File: src/rtl/tap_pkg.sv
package tap_pkg;
  typedef enum logic [3:0] {
    TS_RESET, TS_IDLE,
    TS_SEL_DR, TS_CAP_DR, TS_SHF_DR, TS_EX1_DR, TS_PAU_DR, TS_EX2_DR, TS_UPD_DR,
    TS_SEL_IR, TS_CAP_IR, TS_SHF_IR, TS_EX1_IR, TS_PAU_IR, TS_EX2_IR, TS_UPD_IR
  } tap_state_e;

  localparam int IR_W = 4;
  localparam logic [IR_W-1:0] OP_EXT = 4'b0000;
  localparam logic [IR_W-1:0] OP_SMP = 4'b0001;
  localparam logic [IR_W-1:0] OP_IDC = 4'b0010;
  localparam logic [IR_W-1:0] OP_BYP = 4'b1111;
  localparam logic [IR_W-1:0] IR_CAPTURE = 4'b0001;
endpackage

File: src/rtl/tap_ctrl_fsm.sv
module tap_ctrl_fsm
  import tap_pkg::*;
(
  input  logic       tck,
  input  logic       trst_n,
  input  logic       tms,
  output tap_state_e st
);
  tap_state_e nxt;

  always_comb begin
    nxt = st;
    unique case (st)
      TS_RESET:  nxt = tms ? TS_RESET  : TS_IDLE;
      TS_IDLE:   nxt = tms ? TS_SEL_DR : TS_IDLE;
      TS_SEL_DR: nxt = tms ? TS_SEL_IR : TS_CAP_DR;
      TS_CAP_DR: nxt = tms ? TS_EX1_DR : TS_SHF_DR;
      TS_SHF_DR: nxt = tms ? TS_EX1_DR : TS_SHF_DR;
      TS_EX1_DR: nxt = tms ? TS_UPD_DR : TS_PAU_DR;
      TS_PAU_DR: nxt = tms ? TS_EX2_DR : TS_PAU_DR;
      TS_EX2_DR: nxt = tms ? TS_UPD_DR : TS_SHF_DR;
      TS_UPD_DR: nxt = tms ? TS_SEL_DR : TS_IDLE;
      TS_SEL_IR: nxt = tms ? TS_RESET  : TS_CAP_IR;
      TS_CAP_IR: nxt = tms ? TS_EX1_IR : TS_SHF_IR;
      TS_SHF_IR: nxt = tms ? TS_EX1_IR : TS_SHF_IR;
      TS_EX1_IR: nxt = tms ? TS_UPD_IR : TS_PAU_IR;
      TS_PAU_IR: nxt = tms ? TS_EX2_IR : TS_PAU_IR;
      TS_EX2_IR: nxt = tms ? TS_UPD_IR : TS_SHF_IR;
      TS_UPD_IR: nxt = tms ? TS_SEL_DR : TS_IDLE;
      default:   nxt = TS_RESET;
    endcase
  end

  always_ff @(posedge tck or negedge trst_n) begin
    if (!trst_n) st <= TS_RESET;
    else         st <= nxt;
  end


  tlr_hold_chk: assert property (@(posedge tck) disable iff (!trst_n)
    (st == TS_RESET && tms) |=> (st == TS_RESET));
endmodule

File: src/rtl/tap_instr_reg.sv
module tap_instr_reg
  import tap_pkg::*;
(
  input  logic            tck,
  input  logic            trst_n,
  input  logic            tdi,
  input  tap_state_e      st,
  output logic [IR_W-1:0] ir_q,
  output logic            ir_so,
  output logic            sel_bnd,
  output logic            sel_id,
  output logic            sel_byp,
  output logic            ext_mode
);
  logic [IR_W-1:0] ir_sh;

  always_ff @(posedge tck or negedge trst_n) begin
    if (!trst_n) begin
      ir_sh <= IR_CAPTURE;
      ir_q  <= OP_IDC;
    end else begin
      case (st)
        TS_CAP_IR: ir_sh <= IR_CAPTURE;
        TS_SHF_IR: ir_sh <= {tdi, ir_sh[IR_W-1:1]};
        default:   ir_sh <= ir_sh;
      endcase
      if (st == TS_RESET)       ir_q <= OP_IDC;
      else if (st == TS_UPD_IR) ir_q <= ir_sh;
    end
  end

  assign ir_so = ir_sh[0];

  always_comb begin
    ext_mode = (ir_q == OP_EXT);
    sel_bnd  = (ir_q == OP_EXT) || (ir_q == OP_SMP);
    sel_id   = (ir_q == OP_IDC);
    sel_byp  = !(sel_bnd || sel_id);
  end


  ir_hold_chk: assert property (@(posedge tck) disable iff (!trst_n)
    !(st == TS_UPD_IR || st == TS_RESET) |=> $stable(ir_q));
endmodule

File: src/rtl/tap_data_regs.sv
module tap_data_regs
  import tap_pkg::*;
#(
  parameter int          BND_LEN  = 150,
  parameter logic [31:0] ID_VALUE = 32'h861A0013
)(
  input  logic               tck,
  input  logic               trst_n,
  input  logic               tdi,
  input  tap_state_e         st,
  input  logic               sel_bnd,
  input  logic               sel_id,
  input  logic               sel_byp,
  input  logic               ext_mode,
  input  logic [BND_LEN-1:0] bnd_in,
  output logic               dr_so,
  output logic [BND_LEN-1:0] bnd_out,
  output logic               bnd_drive
);
  localparam int ID_W = $bits(ID_VALUE);

  logic               byp_q;
  logic [ID_W-1:0]    id_sh;
  logic [BND_LEN-1:0] bnd_sh;

  always_ff @(posedge tck or negedge trst_n) begin
    if (!trst_n) begin
      byp_q   <= 1'b0;
      id_sh   <= ID_VALUE;
      bnd_sh  <= '0;
      bnd_out <= '0;
    end else begin
      if (st == TS_CAP_DR) begin
        if (sel_byp) byp_q  <= 1'b0;
        if (sel_id)  id_sh  <= ID_VALUE;
        if (sel_bnd) bnd_sh <= bnd_in;
      end else if (st == TS_SHF_DR) begin
        if (sel_byp) byp_q  <= tdi;
        if (sel_id)  id_sh  <= {tdi, id_sh[ID_W-1:1]};
        if (sel_bnd) bnd_sh <= {tdi, bnd_sh[BND_LEN-1:1]};
      end
      if (st == TS_UPD_DR && sel_bnd) bnd_out <= bnd_sh;
    end
  end

  always_comb begin
    if (sel_bnd)     dr_so = bnd_sh[0];
    else if (sel_id) dr_so = id_sh[0];
    else             dr_so = byp_q;
  end

  assign bnd_drive = ext_mode;


  bnd_out_hold_chk: assert property (@(posedge tck) disable iff (!trst_n)
    !(st == TS_UPD_DR && sel_bnd) |=> $stable(bnd_out));
endmodule

File: src/rtl/scan_port.sv
module scan_port
  import tap_pkg::*;
#(
  parameter int          BND_LEN  = 150,
  parameter logic [31:0] ID_VALUE = 32'h861A0013
)(
  input  logic               tck,
  input  logic               trst_n,
  input  logic               tms,
  input  logic               tdi,
  input  logic [BND_LEN-1:0] bnd_in,
  output logic               tdo,
  output logic               tdo_en,
  output logic [BND_LEN-1:0] bnd_out,
  output logic               bnd_drive
);
  tap_state_e      st;
  logic [IR_W-1:0] ir_q;
  logic            ir_so, dr_so, serial_out;
  logic            sel_bnd, sel_id, sel_byp, ext_mode;

  tap_ctrl_fsm u_fsm (
    .tck(tck), .trst_n(trst_n), .tms(tms), .st(st)
  );

  tap_instr_reg u_ir (
    .tck(tck), .trst_n(trst_n), .tdi(tdi), .st(st),
    .ir_q(ir_q), .ir_so(ir_so),
    .sel_bnd(sel_bnd), .sel_id(sel_id), .sel_byp(sel_byp), .ext_mode(ext_mode)
  );

  tap_data_regs #(.BND_LEN(BND_LEN), .ID_VALUE(ID_VALUE)) u_dr (
    .tck(tck), .trst_n(trst_n), .tdi(tdi), .st(st),
    .sel_bnd(sel_bnd), .sel_id(sel_id), .sel_byp(sel_byp), .ext_mode(ext_mode),
    .bnd_in(bnd_in), .dr_so(dr_so), .bnd_out(bnd_out), .bnd_drive(bnd_drive)
  );

  assign serial_out = (st == TS_SHF_IR) ? ir_so : dr_so;

  always_ff @(negedge tck or negedge trst_n) begin
    if (!trst_n) begin
      tdo    <= 1'b0;
      tdo_en <= 1'b0;
    end else begin
      tdo    <= serial_out;
      tdo_en <= (st == TS_SHF_IR) || (st == TS_SHF_DR);
    end
  end


  tdo_en_state_chk: assert property (@(posedge tck) disable iff (!trst_n)
    tdo_en |-> (st == TS_SHF_IR || st == TS_SHF_DR));

  sel_onehot_chk: assert property (@(posedge tck) disable iff (!trst_n)
    $onehot({sel_bnd, sel_id, sel_byp}));

  drive_sel_chk: assert property (@(posedge tck) disable iff (!trst_n)
    bnd_drive |-> (sel_bnd && !sel_id));

  reset_idsel_chk: assert property (@(posedge tck) disable iff (!trst_n)
    (st == TS_RESET) |=> sel_id);
endmodule

File: config.mk
export PLATFORM = sky130hd
export DESIGN_NAME = scan_port
export DESIGN_NICKNAME = d
export VERILOG_FILES = /design/src/rtl/tap_pkg.sv /design/src/rtl/tap_ctrl_fsm.sv /design/src/rtl/tap_instr_reg.sv /design/src/rtl/tap_data_regs.sv /design/src/rtl/scan_port.sv
export SDC_FILE = /design/constraint.sdc
export NUM_CORES = 1
export LEC_CHECK = 0
export BUFFER_PORTS_ARGS = -buffer_cell sky130_fd_sc_hd__buf_4
export CORE_MARGIN = 1.5
export CORE_UTILIZATION = 50
export DETAILED_ROUTE_END_ITERATION = 7
export GPL_ROUTABILITY_DRIVEN = 1
export PLACE_DENSITY = 0.77
export SLEW_MARGIN = 15
export SYNTH_ARGS = -nofsm -noshare
export SYNTH_HDL_FRONTEND = slang
export SYNTH_HIERARCHICAL = 1
export SYNTH_SLANG_ARGS = --single-unit
File: constraint.sdc
create_clock -name tck -period 2.2 [get_ports tck]
set_clock_uncertainty 0.15 [all_clocks]
set_input_delay 0.22 -clock tck [delete_from_list [all_inputs] [get_ports tck]]
set_output_delay 0.22 -clock tck [all_outputs]
set_load 0.05 [all_outputs]
Word-level counts from Yosys, hierarchy flattened
Cells that the tools add are included.
{ "op_classes": {"n_reduce_logical": 15, "n_mux": 31, "n_eq_ne": 19, "bitwise": 1} }
{ "ops": {"columns": ["operator", "n"], "rows": [
  ["150-bit 2-to-1 mux", 4],
  ["32-bit 2-to-1 mux", 4],
  ["4-bit case mux with 12 select lines", 1],
  ["4-bit == test, second input constant", 8],
  ["4-bit 2-to-1 mux", 6],
  ["4-bit by 3-bit == test with 1-bit output, second input constant", 4],
  ["4-bit by 2-bit == test with 1-bit output, second input constant", 3],
  ["1-bit 2-to-1 mux", 10],
  ["4-bit by 1-bit == test with 1-bit output, second input constant", 2],
  ["4-bit zero test", 2],
  ["4-bit case mux with 2 select lines", 1],
  ["2-bit 2-to-1 mux", 3],
  ["3-bit 2-to-1 mux", 2],
  ["2-bit nonzero test", 3],
  ["2-bit != test, second input constant", 2],
  ["2-bit AND reduction", 2],
  ["2-bit OR reduction", 2],
  ["1-bit logical OR", 3],
  ["3-bit AND reduction", 1],
  ["3-bit OR reduction", 1],
  ["1-bit logical AND", 1],
  ["1-bit inverter", 1]
]} }
{ "word_totals": {"word_cells": 75, "inputBits": 154, "ff_bits": 347, "output_inout_bits": 153} }

Depth between registers and ports, before layout
{ "depth": {"depth_word": 6, "depth_mapped": 7, "mapped_depth_nobuf": 5} }

Cells and area by module
Netlist, hierarchy kept.
{ "by_module_without_submodules": {"columns": ["mod", "cells_each", "instances", "area_each_um2", "seq_area_each_um2"], "rows": [
  ["tap_data_regs", 935, 1, 14397.6, 8344.3],
  ["tap_instr_reg", 41, 1, 385.4, 202.7],
  ["tap_ctrl_fsm", 37, 1, 314.1, 100.1],
  ["scan_port", 6, 1, 83.8, 50.0]
]} }

==> metrics.yaml <==
outcome: "finished with violations"
violations: "negative setup slack"
dieHeight_um: 177
synth_top_area_cell: "dfrtp_1"
cts_buffers: 38
irDropWorstVdd_v: 0.000784
cts_tree: "done"
rsz0062_at_grt: "yes"
synthArstFlopShare: 1.00
syn_inst: 1019
crit_chain: "inv_2 > nor4_4 > mux2i_1 > o21ai_0 > mux2_2"
nets: 1800
fp.dieW_um: 177
clock_sinks: 347
overflow: 0
criticalPathCategory: "flop to flop"
synth_flop_cell: "dfrtp_1"
clock_latency_ns: 0.53
synth_common_cells: "mux2_2, dfrtp_1, mux2_1"
synth.area.top_cells: "dfrtp_1, mux2_2, mux2_1, dfstp_2, mux2i_1"
post-dp-hpwl_um: 22500
cts_buffer_depth: 3
setup_viol: 336
tns_ns: -56.86
synth_seq_cells: 347
synth_fp_nets: 1173
slew_headroom: 0.394
grt.total_usage: 0.317
internal-power_w: 0.0189
dieArea_mm2: 0.0314
start_util: 0.509
whs_ns: 0.192
antenna_found_initial: 2
p_comb_frac: 0.408
drt_iter0_drc: 744
cpPeakStageDelay_ns: 0.54
routabilityCongestion: 0.782
syn_to_final_growth_pct: 64.9
maxCapViolCount: 0
dp.cells: 1716
synth-seq-area-share: 0.573
synth-edff-count: 0
grt_pass1_vias: 12600
post_drt_via_cell_ratio: 5.56
critical_path_required_ns: 1.31
hold_path.class: "primary input to asynchronous set/reset pin"
grt_pass1_wl_um: 75500
p_seq_frac: 0.344
grt_max_degree: 151
switching_share: 0.318
synth.cell_area_mm2: 0.0152
yosys.area.top_type_share: 0.551
fp-row-count: 63
drive_above_1_share: 0.636
syn_avg_cell_area_um2: 14.9
yosysUniqueCellTypes: 50
detail-route-antenna-nets: 0
cellLeakagePower_nw: 12.3
portBuffers: 306
postRouteWirelength_um: 53500
powerDensity_mw_per_mm2: 1100
clkTransAtPathRegs_ns: 0.06
final_cells: 2066
cts_max_level: 2
firstDrtPassIters: 5
crit_fanout: 2
vias: 11500
final_util: 0.840
yosysWarnings: 6
start_kind: "flop"
synth.most_common_cell: "mux2_2"
fin_area_mm2: 0.0250
hold_violations: 0
cp-end-kind: "flop"
slowest_stage: "dfstp_2"
io_pins: 307
cts-root-buf: "clkbuf_16"
tightest_slew_ns: 0.910
wl_per_cell_um: 25.9
p_sw_w: 0.00878
layout_setup_ws_ns: -0.744
placed_area_mm2: 0.0184
core-area_mm2: 0.0298
slew_viol_final: 0
crit_arrival_ns: 2.06
drc: 0
clockPowerShare: 0.248
worst max-delay path: cells and delay by family, from the launching register on:
kind	cells	cell delay (ns)
mux	2	0.59
flops	1	0.54
simple gates	1	0.21
compound gates	1	0.16
buf+inv	1	0.05
sequential cells by signal, summed over array words and instances (netlist names):
name / cells
u_ir/ir_q: 4
tdo_en: 1
u_dr/id_sh: 32
u_dr/byp_q: 1
tdo: 1
u_ir/ir_sh: 4
u_dr/bnd_out: 150
u_fsm/st: 4
u_dr/bnd_sh: 150
power by group through the flow:
stage          Clock (W)  Sequential, W  Combinational, W
4_1_cts          0.00681        0.00923           0.00989
6_report         0.00686        0.00950            0.0113
2_1_floorplan          0        0.00984           0.00405
3_5_place_dp           0        0.00924           0.00703
5_1_grt          0.00718        0.00963            0.0117
3_3_place_gp           0        0.00916           0.00685
cells in the final DEF (no fill, tap or decap), drive strengths merged, types with 2 or more instances in the layout:
cell type	instances
buf	483
mux2	467
dfrtp	334
dlygate4sd3	155
clkbuf	68
nand2	26
inv	22
nor2	22
mux2i	18
dfstp	11
a21oi	10
o21ai	7
clkinv	7
o22ai	4
a21boi	3
nor3	3
diode	2
bufinv	2
dfrtn	2
and2b	2
or4b	2
and3	2
or2	2
nor4	2
stage by stage:
step                worst slack (ns)  total power (W)
detailed placement            -0.516           0.0163
finish                        -0.744           0.0276
floorplan                     -0.464           0.0139
CTS                           -0.540           0.0259
global route                  -0.773           0.0286
global placement              -0.489           0.0160
layer usage:
layer	vias to the layer above	track usage	routed length (um)
met5	-	0	0
met4	0	0.135	2260
met3	150	0.0500	2660
met2	486	0.554	27700
met1	5963	0.389	20900
li1	4897	-	-
kinds of logic after synthesis:
| logic type | synth area share |
|---|---|
| mux | 0.358 |
| buf+inv | 0.0302 |
| compound gates | 0.0138 |
| flops | 0.573 |
| simple gates | 0.0248 |
worst paths after layout:
| kind | slack (ns) | cells past startpoint | startpoint | endpoint |
|---|---|---|---|---|
| worst max-delay path | -0.74 | 5 | u_ir/ir_q[1] | tdo |
| min in group tck | 0.36 | 1 | u_dr/bnd_out[1] | u_dr/bnd_out[1] |
| worst min register to register | 0.36 | 1 | u_dr/bnd_out[1] | u_dr/bnd_out[1] |
| worst min-delay path | 0.19 | 3 | trst_n | u_dr/bnd_out[25] |
| max in group asynchronous | 0.57 | 3 | trst_n | u_dr/bnd_sh[17] |
| worst max register to register | -0.74 | 5 | u_ir/ir_q[1] | tdo |
area by class of cell:
class                           count  area, um^2
Antenna cell                        2        5.00
Fill cell                        1313        4760
Clock buffer                       58        1240
Timing Repair Buffer              648        7080
Sequential cell                   347        8700
Inverter                           21        78.8
Tap cell                          390         488
Clock inverter                     10         111
Multi-Input combinational cell    590        7330
repair_timing:
item                                   4_1_cts  5_1_grt
pin swaps                                    6        6
setup endpoints to repair                  326      332
gates cloned                                47       12
endpoints found under the hold margin      491        0
setup buffers                               67       37
gates resized for setup                    300      213
hold buffers                               155        0
Power figures use the tool's default switching activity.
